`src/rtl/dsel_pkg.sv`:
```
package dsel_pkg;

   typedef enum logic [1:0] {
      PATH_IDLE   = 2'd0,
      PATH_SHORT  = 2'd1,
      PATH_LONG   = 2'd2,
      PATH_VECTOR = 2'd3
   } dsel_path_e;

   typedef enum logic [1:0] {
      CLS_COMMON  = 2'd0,
      CLS_SEMI    = 2'd1,
      CLS_COMPLEX = 2'd2,
      CLS_RSVD    = 2'd3
   } dsel_class_e;

   function automatic logic is_complex(input logic [1:0] cls);
      return cls[1];
   endfunction

endpackage

```
`src/rtl/dsel_slot_eval.sv`:
```
module dsel_slot_eval
   import dsel_pkg::*;
#(
   parameter int LEN_W     = 4,
   parameter int SHORT_MAX = 7,
   parameter int LONG_MAX  = 11,
   parameter int SLOT      = 0
) (
   input  logic [LEN_W-1:0] len,
   input  logic [1:0]       cls,
   input  logic             fpesc,
   input  logic             mm,
   input  logic             serial,
   output logic             want_vec,
   output logic             want_long,
   output logic             short_ok
);
   localparam logic [LEN_W-1:0] SMAX = LEN_W'(SHORT_MAX);
   localparam logic [LEN_W-1:0] LMAX = LEN_W'(LONG_MAX);

   logic common_c, semi_c, small_c, medium_c, big_c, base_short;

   assign common_c = (cls == CLS_COMMON);
   assign semi_c   = (cls == CLS_SEMI);
   assign small_c  = (len <= SMAX);
   assign big_c    = (len > LMAX);
   assign medium_c = !small_c && !big_c;

   // anything no hardware path can take is sent to the vector path
   assign want_vec = is_complex(cls) || serial
                     || (common_c && big_c)
                     || (semi_c && !small_c);

   assign want_long  = !want_vec && ((common_c && medium_c) || semi_c);
   assign base_short = !want_vec && common_c && small_c;

   generate
      if (SLOT == 0) begin : g_first
         // the first short slot takes escape and multimedia instructions
         assign short_ok = base_short;
      end else begin : g_second
         // the second slot refuses both
         assign short_ok = base_short && !fpesc && !mm;
      end
   endgenerate

endmodule

```
`src/rtl/dsel_byte_gate.sv`:
```
module dsel_byte_gate #(
   parameter int LEN_W   = 4,
   parameter int AVAIL_W = 5
) (
   input  logic [AVAIL_W-1:0] avail,
   input  logic [LEN_W-1:0]   len0,
   input  logic [LEN_W-1:0]   len1,
   output logic               fit_head,
   output logic               fit_pair,
   output logic [LEN_W:0]     sum_pair
);
   localparam int SUM_W = LEN_W + 1;
   localparam int CW    = (AVAIL_W > SUM_W) ? AVAIL_W : SUM_W;

   logic [CW-1:0] avail_x, head_x, pair_x;

   assign sum_pair = SUM_W'(len0) + SUM_W'(len1);
   assign avail_x  = CW'(avail);
   assign head_x   = CW'(len0);
   assign pair_x   = CW'(sum_pair);
   assign fit_head = (head_x <= avail_x);
   assign fit_pair = (pair_x <= avail_x);

endmodule

```
`src/rtl/dsel_path_pick.sv`:
```
module dsel_path_pick
   import dsel_pkg::*;
#(
   parameter int LEN_W = 4
) (
   input  logic             en,
   input  logic             evt,
   input  logic             fit_head,
   input  logic             fit_pair,
   input  logic [LEN_W-1:0] len0,
   input  logic [LEN_W:0]   sum_pair,
   input  logic             vec0,
   input  logic             long0,
   input  logic             short0,
   input  logic             short1,
   output dsel_path_e       path,
   output logic [1:0]       taken,
   output logic [LEN_W:0]   adv
);
   always_comb begin
      path  = PATH_IDLE;
      taken = 2'd0;
      adv   = '0;
      if (!en) begin
         path = PATH_IDLE;
      end else if (evt) begin
         // events preempt every instruction and consume none of them
         path = PATH_VECTOR;
      end else if (!fit_head) begin
         path = PATH_IDLE;
      end else if (vec0) begin
         path  = PATH_VECTOR;
         taken = 2'd1;
         adv   = (LEN_W+1)'(len0);
      end else if (long0) begin
         path  = PATH_LONG;
         taken = 2'd1;
         adv   = (LEN_W+1)'(len0);
      end else if (short0) begin
         path = PATH_SHORT;
         if (short1 && fit_pair) begin
            taken = 2'd2;
            adv   = sum_pair;
         end else begin
            taken = 2'd1;
            adv   = (LEN_W+1)'(len0);
         end
      end
   end
endmodule

```
`src/rtl/dsel_top.sv`:
```
module dsel_top
   import dsel_pkg::*;
#(
   parameter int LEN_W     = 4,
   parameter int AVAIL_W   = 5,
   parameter int SHORT_MAX = 7,
   parameter int LONG_MAX  = 11,
   parameter bit OUT_REG   = 1'b1
) (
   input  logic               clk,
   input  logic               rst_n,
   input  logic               dec_en,
   input  logic               event_pend,
   input  logic [AVAIL_W-1:0] buf_bytes,
   input  logic [LEN_W-1:0]   h_len,
   input  logic [1:0]         h_class,
   input  logic               h_fpesc,
   input  logic               h_mm,
   input  logic               h_serial,
   input  logic [LEN_W-1:0]   n_len,
   input  logic [1:0]         n_class,
   input  logic               n_fpesc,
   input  logic               n_mm,
   input  logic               n_serial,
   output logic [1:0]         path_o,
   output logic [1:0]         taken_o,
   output logic [LEN_W:0]     adv_o
);
   localparam int ADV_W = LEN_W + 1;

   generate
      if (SHORT_MAX < 1 || SHORT_MAX >= LONG_MAX) begin : g_bad_short
         $error("dsel_top: SHORT_MAX must be at least 1 and below LONG_MAX");
      end
      if (LONG_MAX >= (1 << LEN_W)) begin : g_bad_long
         $error("dsel_top: LONG_MAX must fit in LEN_W bits");
      end
      if (AVAIL_W < LEN_W) begin : g_bad_avail
         $error("dsel_top: AVAIL_W must be at least LEN_W");
      end
   endgenerate

   logic [1:0]       s_vec, s_long, s_short;
   logic             fit_head, fit_pair;
   logic [ADV_W-1:0] sum_pair, adv_c;
   logic [1:0]       taken_c;
   dsel_path_e       path_c;

   logic [LEN_W-1:0] len_a   [2];
   logic [1:0]       cls_a   [2];
   logic [1:0]       fp_a, mm_a, ser_a;

   assign len_a[0] = h_len;   assign len_a[1] = n_len;
   assign cls_a[0] = h_class; assign cls_a[1] = n_class;
   assign fp_a     = {n_fpesc, h_fpesc};
   assign mm_a     = {n_mm, h_mm};
   assign ser_a    = {n_serial, h_serial};

   for (genvar s = 0; s < 2; s++) begin : g_slot
      dsel_slot_eval #(
         .LEN_W(LEN_W), .SHORT_MAX(SHORT_MAX), .LONG_MAX(LONG_MAX), .SLOT(s)
      ) i_eval (
         .len(len_a[s]), .cls(cls_a[s]), .fpesc(fp_a[s]), .mm(mm_a[s]),
         .serial(ser_a[s]), .want_vec(s_vec[s]), .want_long(s_long[s]),
         .short_ok(s_short[s])
      );
   end

   dsel_byte_gate #(.LEN_W(LEN_W), .AVAIL_W(AVAIL_W)) i_gate (
      .avail(buf_bytes), .len0(h_len), .len1(n_len),
      .fit_head(fit_head), .fit_pair(fit_pair), .sum_pair(sum_pair)
   );

   dsel_path_pick #(.LEN_W(LEN_W)) i_pick (
      .en(dec_en), .evt(event_pend), .fit_head(fit_head), .fit_pair(fit_pair),
      .len0(h_len), .sum_pair(sum_pair), .vec0(s_vec[0]), .long0(s_long[0]),
      .short0(s_short[0]), .short1(s_short[1]),
      .path(path_c), .taken(taken_c), .adv(adv_c)
   );

   generate
      if (OUT_REG) begin : g_reg
         always_ff @(posedge clk) begin
            if (!rst_n) begin
               path_o  <= PATH_IDLE;
               taken_o <= 2'd0;
               adv_o   <= '0;
            end else begin
               path_o  <= path_c;
               taken_o <= taken_c;
               adv_o   <= adv_c;
            end
         end

         p_event_vector_r2: assert property (@(posedge clk) disable iff (!rst_n)
            (dec_en && event_pend) |=> (path_o == PATH_VECTOR && taken_o == 2'd0 && adv_o == '0));

         p_idle_off_r9: assert property (@(posedge clk) disable iff (!rst_n)
            !dec_en |=> (path_o == PATH_IDLE && taken_o == 2'd0));

         p_pair_short_r10: assert property (@(posedge clk) disable iff (!rst_n)
            (taken_o == 2'd2) |-> (path_o == PATH_SHORT));

         p_adv_fits_r10: assert property (@(posedge clk) disable iff (!rst_n)
            dec_en |=> (32'(adv_o) <= 32'($past(buf_bytes))));

         p_no_fp_second_r7: assert property (@(posedge clk) disable iff (!rst_n)
            (dec_en && n_fpesc) |=> (taken_o != 2'd2));

         p_no_mm_second_r7: assert property (@(posedge clk) disable iff (!rst_n)
            (dec_en && n_mm) |=> (taken_o != 2'd2));

         p_short_head_r8: assert property (@(posedge clk) disable iff (!rst_n)
            (dec_en && !event_pend && fit_head && h_class == CLS_COMMON && !h_serial
             && 32'(h_len) <= SHORT_MAX) |=> (path_o == PATH_SHORT));
      end else begin : g_comb
         assign path_o  = path_c;
         assign taken_o = taken_c;
         assign adv_o   = adv_c;
      end
   endgenerate

endmodule

```
`config.mk`:
```
export PLATFORM = sky130hd
export DESIGN_NAME = dsel_top
export DESIGN_NICKNAME = d
export VERILOG_FILES = /design/src/rtl/dsel_pkg.sv /design/src/rtl/dsel_slot_eval.sv /design/src/rtl/dsel_byte_gate.sv /design/src/rtl/dsel_path_pick.sv /design/src/rtl/dsel_top.sv
export SDC_FILE = /design/constraint.sdc
export NUM_CORES = 1
export LEC_CHECK = 0
export BUFFER_PORTS_ARGS = -buffer_cell sky130_fd_sc_hd__buf_4
export CAP_MARGIN = 40
export CORE_ASPECT_RATIO = 1.1
export CORE_MARGIN = 8
export CORE_UTILIZATION = 40
export CTS_BUF_LIST = sky130_fd_sc_hd__clkbuf_16
export CTS_CLUSTER_DIAMETER = 100
export DETAILED_ROUTE_END_ITERATION = 6
export PLACE_DENSITY = 0.86
export SYNTH_ARGS = -nofsm -noshare
export SYNTH_HDL_FRONTEND = slang
export SYNTH_SLANG_ARGS = --single-unit
```
`constraint.sdc`:
```
create_clock -name clk -period 2.45 [get_ports clk]
set_input_delay 0.49 -clock clk [delete_from_list [all_inputs] [get_ports clk]]
set_output_delay 0.49 -clock clk [all_outputs]
set_load 0.02 [all_outputs]
```
# After elaboration in Yosys (flattened, before gate mapping)
# Cells that the tools add are included.
[word_totals]
register_bits = 9
out_inout_bits = 9
word_cells = 66
[classes]
n_addsub = 1
order_cmp = 6
n_eq_ne = 2
n_mux = 13
bitwise = 5
reduce_logical = 34
[op_table]
columns = ["operator", "count"]
rows = [
  ["$mux W4", 4],
  ["$logic_and A1 B1 Y1", 14],
  ["$mux W2", 5],
  ["$gt A4 B4 Y1 const B", 2],
  ["$le A4 B3 Y1 const B", 2],
  ["$reduce_or A8 Y1", 1],
  ["$logic_not A1 Y1", 7],
  ["$logic_or A1 B1 Y1", 7],
  ["$reduce_or A7 Y1", 1],
  ["$add A4 B4 Y5", 1],
  ["$le A4 B5 Y1", 1],
  ["$le A5 B5 Y1", 1],
  ["$not A1 Y1", 5],
  ["$eq A2 B1 Y1 const B", 2],
  ["$logic_not A2 Y1", 2],
  ["$mux W1", 4],
  ["$reduce_or A4 Y1", 1],
  ["$reduce_and A2 Y1", 1],
]

# Longest topological paths before layout
# Gate-level depths: netlist (run 1).
[logic_depth]
depth_word = 14
depth_mapped = 10

# By module
# Synthesis (run 1) repeated with hierarchy kept, for this count alone.
[hier_totals]
cells_unflattened = 104
hier_area_um2 = 878.3
[modules_own_cells]
columns = ["module", "instances", "cells_per_inst", "area_each_um2", "seq_area_each_um2"]
rows = [
  ["dsel_byte_gate", 1, 39, 324.1, 0.0],
  ["dsel_top", 1, 18, 236.5, 180.2],
  ["dsel_path_pick", 1, 32, 216.5, 0.0],
  ["dsel_slot_eval at g_slot[1].i_eval", 1, 8, 56.3, 0.0],
  ["dsel_slot_eval at g_slot[0].i_eval", 1, 7, 45.0, 0.0],
]

# Worst setup path before layout (run 1)
# Ideal clock, no wire load.
[synth_path]
path_type = "input port to flip-flop"
startpoint = "input h_len[0]"
endpoint = "register taken_o[0]"
arrival_ns = 2.492
slack_ns = -0.157
stages = 10
n_path_buf = 0
path_cell_list = "ha_1 > fa_1 > a21o_1 > a21o_1 > ha_1 > a21o_1 > mux2i_1 > a21oi_2 > or2_4 > and2_1"
[synth_rtl]
columns = ["item", "line", "rtl"]
rows = [
  ["start, declared", "dsel_top.sv:15", "input logic [LEN_W-1:0] h_len,"],
  ["$add A4 B4 Y5", "dsel_byte_gate.sv:17", "assign sum_pair = SUM_W'(len0) + SUM_W'(len1);"],
  ["net i_gate.sum_pair[4]", "dsel_byte_gate.sv:10", "output logic [LEN_W:0] sum_pair"],
  ["$le A5 B5 Y1", "dsel_byte_gate.sv:22", "assign fit_pair = (pair_x <= avail_x);"],
  ["$logic_and A1 B1 Y1", "dsel_path_pick.sv:41", "if (short1 && fit_pair) begin"],
  ["$mux W2", "dsel_path_pick.sv:41", ""],
  ["$mux W1", "dsel_path_pick.sv:39", "end else if (short0) begin"],
  ["$mux W1", "dsel_path_pick.sv:35", "end else if (long0) begin"],
  ["$mux W1", "dsel_path_pick.sv:31", "end else if (vec0) begin"],
  ["end signal, assigned", "dsel_top.sv:90", "taken_o <= taken_c;"],
  ["end, declared", "dsel_top.sv:26", "output logic [1:0] taken_o,"],
]
# The timed path passes the listed nets, and every way through them passes these cells.
# A chain may end at the register's enable or synchronous reset.

# Worst setup path after layout (run 1)
[layout_path]
startpoint = "input h_len[0]"
endpoint = "register adv_o[4]"
[layout_rtl]
columns = ["item", "line", "rtl"]
rows = [
  ["$add A4 B4 Y5 *", "dsel_byte_gate.sv:17", ""],
  ["net i_gate.sum_pair[4]", "dsel_byte_gate.sv:10", ""],
  ["$le A5 B5 Y1", "dsel_byte_gate.sv:22", ""],
  ["$logic_and A1 B1 Y1", "dsel_path_pick.sv:41", ""],
  ["$not A1 Y1 (no source line)", "-", ""],
  ["$reduce_or A8 Y1 (no source line)", "-", ""],
  ["end signal, assigned", "dsel_top.sv:91", "adv_o <= adv_c;"],
  ["end, declared", "dsel_top.sv:27", "output logic [LEN_W:0] adv_o"],
]
# The timed path passes the listed nets; every way through them passes the cells marked *.

==> impl_metrics.tcl, run 1 <==
set metrics [dict create \
    grt_pass1_wl_mm 3.51 \
    ir_worst_vdd_mv 0.283 \
    grt_util_all_layers_pct 13.1 \
    yosysTopAreaCellShare_pct 24.7 \
    die_h_microns 60.8 \
    yosys_warnings 0 \
    root_buffer "clkbuf_16" \
    synth_area_per_cell_sq_um 9.22 \
    wl_per_cell_microns 15.0 \
    period_needed_ps 2380 \
    antenna_cells 0 \
    cp_top_family "adder cells" \
    rows 16 \
    worst-path-max-fanout 7 \
    via_per_inst 5.24 \
    fmax_mhz 420 \
    drtIter0Drc 21 \
    yosysUniqueCellTypes 28 \
    arrival_ps 2560 \
    die_area_sq_um 3440 \
    p_leak_nw 0.594 \
    fill_cells 147 \
    p_per_area_nw_per_um2 538 \
    crit_slowest_cell "fa_2" \
    yosys-top-cells-area "dfxtp_1, ha_1, a21o_1" \
    ys_seq_area_share_pct 24.7 \
    finalCritPeriodShare_pct 97.3 \
    min_from "event_pend" \
    crit_path_frequent_cell "a21o_1" \
    port_buffers 33 \
    cts.sinks 9 \
    start_kind "primary input" \
    path_cells "buf_8, ha_4, fa_2, a21o_1, a21o_1, ha_4, a21o_1, mux2i_1, a21oi_2, or2_4, and3b_1" \
    dpl_worst_slack_ps -270 \
    place_congestion 0.813 \
    placed_cells 137 \
    path_class "primary input to flip-flop" \
    drc 0 \
    first_global_vias 834 \
    instances_no_fill 142 \
    antenna_found_initial 0 \
    seqCellArea_sq_um 180 \
    clkTransAtPathRegs_ps 40 \
    grt_overflow 0 \
    core-area_sq_um 1740 \
    hold_viol 0 \
    drive_gt1_share_pct 44.4 \
    outcome "complete, no violations" \
    ant_nets 0 \
    first_pass_iters 4 \
    drt-total-wl_mm 2.14 \
    grt_max_degree 11 \
    htree_levels 1 \
    hp-class "primary input to flip-flop" \
    power_w 0.000636 \
    nets 166 \
    syn_nets 120 \
    cts_hold_buffers 0 \
    multi_input_area_sq_um 559 \
    slew_viol_final 0 \
    netlist_instances 79 \
    cts_buffers 3 \
    maxCapViolCount 0 \
    relSlewSlack_pct 62.6 \
    tritoncts "done" \
    clock_path_buffers 2 \
    worstMarginPinSlew_ps 559 \
    dpl.hpwl_mm 1.83 \
    top_level_ports 36 \
    setup_ws_ps 66.5 \
    ys_ff_latch 9 \
    area_growth_pct 62.4 \
    slowest_delay_ps 340 \
    yosysTopAreaCell "dfxtp_1" \
    setup_viol_count_final 0 \
    num_vias 744 \
    critPathBufInv 1 \
    startpoint "h_len[0]" \
    end_kind "flip-flop" \
    floorplan.die.width_microns 56.7 \
    syn_area_sq_um 728 \
    initial_core_util_pct 41.8 \
    rsz0062_at_grt "true" \
    worstPathRequired_ps 2630 \
]
## Yosys cell counts
library cell	n
ha_1	13
dfxtp_1	9
nand2_1	7
inv_1	6
o21ai_1	5
a21o_1	4
nor2_1	4
o21ai_0	4
nand3_1	3
o211ai_1	3
a21oi_1	2
mux2i_1	2
nor3_1	2
a21oi_2	1
a41oi_1	1
and2_1	1
and3b_1	1
fa_1	1
nand2b_1	1
nand3_2	1
nor2b_1	1
nor4_2	1
nor4_4	1
o41ai_4	1
or2_4	1
or3_1	1
xnor2_1	1
xor2_1	1
## where the power goes
part | internal (W) | switching, W | total [W]
combinational | 0.000106 | 0.0000970 | 0.000203
sequential | 0.000154 | 0.00000162 | 0.000156
clock | 0.000213 | 0.0000654 | 0.000278
## sequential cells by signal (all words and copies together), names as in the netlist
| signal | cells |
|---|---|
| adv_o | 5 |
| path_o | 2 |
| taken_o | 2 |
## cell type report
class	instances	area share (%)
clock buffer	3	6.35
clock inverter	1	0.317
multi-input combinational	64	47.3
inverter	6	1.90
tap	18	1.90
timing repair buffer	41	27.0
sequential	9	15.2
## cell families (layout without fill, tap and decap cells)
group                    count (synthesis)  after routing  share of synthesized area (%)
adder cells (fa/ha/maj)                 14             14                           25.1
XOR/XNOR                                 2              2                           2.41
AND/OR/NAND/NOR                         25             25                           21.0
multiplexers                             2              2                           2.75
flip-flops                               9              9                           24.7
AO/OA/AOI/OAI                           21             21                           21.0
buffers and inverters                    6             51                           3.09
## metal layers
layer | global-route usage (%) | part of all wire [%] | wire, microns | vias to the layer above
li1 | - | - | - | 377
met1 | 11.4 | 36 | 761 | 335
met2 | 24.3 | 55 | 1170 | 23
met3 | 3.77 | 4.8 | 103 | 9
met4 | 11.7 | 4.5 | 97 | 0
met5 | 0 | 0 | 0 | -
## metrics by stage
stage / utilization [%] / hold slack, ps / TNS (ps) / instance area, sq um
after floorplan: - / 568 / -74.2 / 743
after global placement: 61.2 / 711 / -1340 / 1070
after detailed placement: 61.2 / 709 / -1710 / 1070
after CTS: 66.5 / 466 / 0 / 1160
after global routing: 67.9 / 474 / -167 / 1180
final: 67.9 / 474 / 0 / 1180
## final timing paths
check / endpoint / slack [ps] / depth (start not counted)
setup / recovery: adv_o[4] / 70 / 11
hold / removal: taken_o[1] / 470 / 2
## layout by cell type (no fill, tap or decap), types with 2 or more instances in the layout
cell type | Yosys | layout
a21o_1 | 4 | 4
a21oi_2 | 1 | 2
buf_4 | 0 | 39
clkbuf_16 | 0 | 3
dfxtp_1 | 9 | 9
ha_1 | 13 | 11
ha_4 | 0 | 2
inv_1 | 6 | 7
mux2i_1 | 2 | 2
nand2_1 | 7 | 7
nand3_1 | 3 | 3
nor2_1 | 4 | 4
nor3_1 | 2 | 2
o211ai_1 | 3 | 3
o21ai_0 | 4 | 4
o21ai_1 | 5 | 5
## repair_timing
item                       CTS  global route
setup buffers                0             1
setup endpoints to repair    5             7
pin swaps                    0             6
gates resized for setup      1             5
Power figures use the tool's default switching activity.
==> run 2, diff against run 1 <==
--- a/config.mk
+++ b/config.mk
@@ -8,12 +8,11 @@
 export BUFFER_PORTS_ARGS = -buffer_cell sky130_fd_sc_hd__buf_4
 export CAP_MARGIN = 40
 export CORE_ASPECT_RATIO = 1.1
-export CORE_MARGIN = 8
-export CORE_UTILIZATION = 40
+export CORE_UTILIZATION = 44
 export CTS_BUF_LIST = sky130_fd_sc_hd__clkbuf_16
 export CTS_CLUSTER_DIAMETER = 100
 export DETAILED_ROUTE_END_ITERATION = 6
-export PLACE_DENSITY = 0.86
+export PLACE_DENSITY = 0.89
 export SYNTH_ARGS = -nofsm -noshare
 export SYNTH_HDL_FRONTEND = slang
 export SYNTH_SLANG_ARGS = --single-unit
==> constraint.sdc (replaced) <==
create_clock -name clk -period 2.6 [get_ports clk]
set_input_delay 0.52 -clock clk [delete_from_list [all_inputs] [get_ports clk]]
set_output_delay 0.52 -clock clk [all_outputs]
set_load 0.02 [all_outputs]
==> impl_metrics.tcl, run 2 (same netlist as run 1, synthesis figures left out) <==
set metrics [dict create \
    cts_buffers 3 \
    port_buffers 33 \
    outcome "complete, no violations" \
    tritoncts "done" \
    num_vias 741 \
    maxCapViolCount 0 \
    pwr-share-comb_pct 30.4 \
    drt-total-wl_mm 1.97 \
    p_leak_nw 0.579 \
    top_level_ports 36 \
    drtIter0Drc 12 \
    rows 15 \
    p_int_w 0.000436 \
    clock_path_buffers 2 \
    p_per_area_nw_per_um2 518 \
    final_common_cell "buf_4" \
    largest_register_ffs 5 \
    stdcell_area_sq_um 1140 \
    first_pass_iters 6 \
    instances_no_fill 139 \
    rsz0062_at_grt "false" \
    final_cell_mix "buf_4, ha_1, dfxtp_1, inv_1, nand2_1" \
    switchingPower_w 0.000152 \
    ir_worst_vdd_mv 0.318 \
    largestRegisters "adv_o: 5 flops, path_o: 2 flops, taken_o: 2 flops" \
    grt_overflow 0 \
    min_path_cells 2 \
    finalCritPeriodShare_pct 98.1 \
    area_growth_pct 56.0 \
    core-area_sq_um 1560 \
    grt_util_all_layers_pct 24.0 \
    dpl.hpwl_mm 1.52 \
    htree_levels 1 \
    cp_top_family "adder cells" \
    via_per_inst 5.33 \
    worstPathRequired_ps 2770 \
    wl_per_cell_microns 14.1 \
    grt_max_degree 11 \
    path_class "primary input to flip-flop" \
    hp-class "primary input to flip-flop" \
    die_h_microns 44.7 \
    hold_viol 0 \
    antenna_found_initial 0 \
    fmax_mhz 392 \
    postCtsSetupBuffers 0 \
    start_kind "primary input" \
    nets 164 \
    drive_gt1_share_pct 41.0 \
    root_buffer "clkbuf_16" \
    setup_viol_count_final 0 \
    place_congestion 0.767 \
    critPathBufInv 1 \
    placed_cells 135 \
    cts_hold_buffers 0 \
    placed_cell_area_sq_um 1040 \
    slew_viol_final 0 \
    floorplan.die.width_microns 40.8 \
    worstMarginPinSlew_ps 563 \
    fill_cells 106 \
    slowest_delay_ps 360 \
    crit_path_frequent_cell "a21o_1" \
    path_cells "buf_4, ha_1, fa_2, a21o_1, a21o_1, ha_4, a21o_1, mux2i_1, a21oi_2, or2_4, and3b_1" \
    cts.sinks 9 \
    period_needed_ps 2550 \
    worst-path-max-fanout 7 \
    seqPwrFrac_pct 25.0 \
    clkTransAtPathRegs_ps 40 \
    grt_pass1_wl_mm 2.93 \
    die_area_sq_um 1820 \
    drc 0 \
    regMostFlops "adv_o" \
    end_kind "flip-flop" \
    clkPwrFrac_pct 44.7 \
    ant_nets 0 \
    crit_slowest_cell "fa_2" \
    cp.depth 11 \
    first_global_vias 696 \
    antenna_cells 0 \
    initial_core_util_pct 46.7 \
    p_sw_share_pct 25.8 \
    arrival_ps 2720 \
    relSlewSlack_pct 62.4 \
]
[run 2: what timing repair did]
item                                    4_1_cts  5_1_grt
endpoints found under the setup margin        0        6
resized for setup                             0        1
hold endpoints to repair                      0        0
[run 2: final timing paths]
path / to / startpoint
setup / recovery: adv_o[4] / h_len[0]
hold / removal: taken_o[1] / event_pend
[run 2: per-layer routing]
layer	wire [microns]	part of all wire [%]	GRT usage (%)
met1	818	42	26.7
met2	1040	53	41.6
met3	53	2.7	1.51
met4	51	2.6	14.7
met5	0	0	0
[run 2: power by group through the flow]
| stage | Clock, W | Sequential [W] | Combinational, W |
|---|---|---|---|
| floorplan | 0 | 0.000157 | 0.0000839 |
| global placement | 0 | 0.000149 | 0.000164 |
| detailed placement | 0 | 0.000149 | 0.000171 |
| CTS | 0.000266 | 0.000147 | 0.000173 |
| global route | 0.000273 | 0.000148 | 0.000195 |
| finish | 0.000263 | 0.000147 | 0.000179 |
[run 2: stage by stage]
step                total power [W]  setup slack [ps]  hold slack, ps  setup TNS (ps)  util [%]
global route               0.000615              8.19             524               0      72.9
detailed placement         0.000320              -189             752           -1070      67.1
global placement           0.000313              -158             751            -861      67.1
finish                     0.000588              49.3             516               0      72.9
CTS                        0.000585              11.8             510               0      72.1
floorplan                  0.000241              11.9             598               0         -
[run 2: cell type report]
class                      count  area, sq um  area share [%]
clock buffer                   3         75.1            6.61
sequential                     9          180            15.9
timing repair buffer          39          293            25.8
multi-input combinational     64          541            47.6
tap                           17         21.3            1.87
clock inverter                 1         3.75           0.330
inverter                       6         22.5            1.98
==> run 3, diff against run 2 <==
--- a/config.mk
+++ b/config.mk
@@ -8,11 +8,11 @@
 export BUFFER_PORTS_ARGS = -buffer_cell sky130_fd_sc_hd__buf_4
 export CAP_MARGIN = 40
 export CORE_ASPECT_RATIO = 1.1
-export CORE_UTILIZATION = 44
+export CORE_UTILIZATION = 48
 export CTS_BUF_LIST = sky130_fd_sc_hd__clkbuf_16
 export CTS_CLUSTER_DIAMETER = 100
 export DETAILED_ROUTE_END_ITERATION = 6
-export PLACE_DENSITY = 0.89
+export PLACE_DENSITY = 0.95
 export SYNTH_ARGS = -nofsm -noshare
 export SYNTH_HDL_FRONTEND = slang
 export SYNTH_SLANG_ARGS = --single-unit
==> constraint.sdc (replaced) <==
create_clock -name clk -period 3.28 [get_ports clk]
set_input_delay 0.656 -clock clk [delete_from_list [all_inputs] [get_ports clk]]
set_output_delay 0.656 -clock clk [all_outputs]
set_load 0.02 [all_outputs]
==> impl_metrics.tcl, run 3 (same netlist as run 1, synthesis figures left out) <==
set metrics [dict create \
    outcome "complete, no violations" \
    period_needed_ps 2850 \
    antenna_found_initial 0 \
    nets 158 \
    largest_register_ffs 5 \
    p_sw_share_pct 26.7 \
    ir_worst_vdd_mv 0.179 \
    hold_viol 0 \
    critPathBufInv 1 \
    top_level_ports 36 \
    grt_pass1_wl_mm 3.12 \
    ant_nets 0 \
    clock_path_buffers 2 \
    postCtsSetupBuffers 0 \
    seqPwrFrac_pct 25.4 \
    grt_util_all_layers_pct 26.8 \
    setup_viol_count_final 0 \
    p_leak_nw 0.551 \
    initial_core_util_pct 52.6 \
    grt_max_degree 11 \
    clkTransAtPathRegs_ps 40 \
    first_pass_iters 4 \
    p_per_area_nw_per_um2 426 \
    fmax_mhz 351 \
    final_common_cell "buf_4" \
    wl_per_cell_microns 14.7 \
    die_area_sq_um 1680 \
    final_cell_mix "buf_4, ha_1, dfxtp_1, inv_1, nand2_1" \
    cts_resized 0 \
    relSlewSlack_pct 63.3 \
    antenna_cells 0 \
    arrival_ps 3020 \
    num_vias 714 \
    fill_cells 84 \
    clkPwrFrac_pct 46.5 \
    slowest_delay_ps 410 \
    largestRegisters "adv_o: 5 flops, path_o: 2 flops, taken_o: 2 flops" \
    multi_input_area_sq_um 526 \
    port_buffers 33 \
    seqCellArea_sq_um 180 \
    tritoncts "done" \
    floorplan.die.width_microns 39.1 \
    die_h_microns 42.9 \
    crit_path_frequent_cell "a21o_1" \
    placed_cell_area_sq_um 996 \
    cts_buffers 3 \
    rsz0062_at_grt "false" \
    path_cells "buf_4, ha_1, fa_1, a21o_1, a21o_1, ha_1, a21o_1, mux2i_1, a21oi_2, or2_4, and3b_1" \
    tns_ps 0 \
    hp-class "primary input to flip-flop" \
    drtIter0Drc 22 \
    drt-total-wl_mm 1.94 \
    start_kind "primary input" \
    core-area_sq_um 1380 \
    drc 0 \
    switchingPower_w 0.000122 \
    pwr-share-comb_pct 28.1 \
    p_int_w 0.000336 \
    worst-path-max-fanout 7 \
    cts_hold_buffers 0 \
    crit_slowest_cell "fa_1" \
    cts.sinks 9 \
    dpl.hpwl_mm 1.53 \
    first_global_vias 735 \
    path_class "primary input to flip-flop" \
    root_buffer "clkbuf_16" \
    worstPathRequired_ps 3450 \
    grt_overflow 0 \
    place_congestion 0.768 \
    finalCritPeriodShare_pct 86.8 \
    drive_gt1_share_pct 36.2 \
    slew_viol_final 0 \
    worstMarginPinSlew_ps 548 \
    area_growth_pct 47.6 \
    rows 14 \
    cp_top_family "adder cells" \
    stdcell_area_sq_um 1070 \
    via_per_inst 5.41 \
    maxCapViolCount 0 \
    regMostFlops "adv_o" \
    end_kind "flip-flop" \
    htree_levels 1 \
]
[run 3: cell count changes in the layout (fill, tap and decap cells not counted)]
cell,delta
buf_4,-6
fa_1,+1
fa_2,-1
ha_1,+1
ha_4,-1
[run 3: power by group through the flow]
stage | logic, W | clock network, W | registers (W)
4_1_cts | 0.000128 | 0.000212 | 0.000116
3_5_place_dp | 0.000126 | 0 | 0.000118
6_report | 0.000129 | 0.000213 | 0.000116
3_3_place_gp | 0.000119 | 0 | 0.000118
2_1_floorplan | 0.0000662 | 0 | 0.000125
5_1_grt | 0.000143 | 0.000217 | 0.000117
[run 3: final timing paths]
path | depth (start not counted) | start | to
worst max-delay path | 11 | h_len[0] | adv_o[4]
worst min-delay path | 2 | event_pend | taken_o[1]
[run 3: layer usage]
metal	part of all wire, %	vias to the layer above	track usage (%)	routed length, microns
met2	52	18	46.0	1010
met4	2.2	0	15.9	42
met5	0	-	0	0
li1	-	361	-	-
met3	3.7	4	5.24	72
met1	42	331	28.6	810
[run 3: final cells by class]
cell class / count / share of cell area [%]
sequential: 9 / 16.8
clock buffer: 3 / 6.98
inverter: 6 / 2.10
tap: 16 / 1.86
timing repair buffer: 33 / 23.1
clock inverter: 1 / 0.349
multi-input combinational: 64 / 48.9
[run 3: stage by stage]
stage / hold WS (ps) / std cells / worst slack, ps / utilization, % / power, W
2_1_floorplan: 734 / 79 / 507 / - / 0.000191
3_3_place_gp: 875 / 128 / 287 / 72.0 / 0.000237
3_5_place_dp: 875 / 128 / 224 / 72.0 / 0.000244
4_1_cts: 633 / 132 / 448 / 77.7 / 0.000456
5_1_grt: 640 / 132 / 354 / 77.7 / 0.000476
6_report: 632 / 132 / 435 / 77.7 / 0.000458
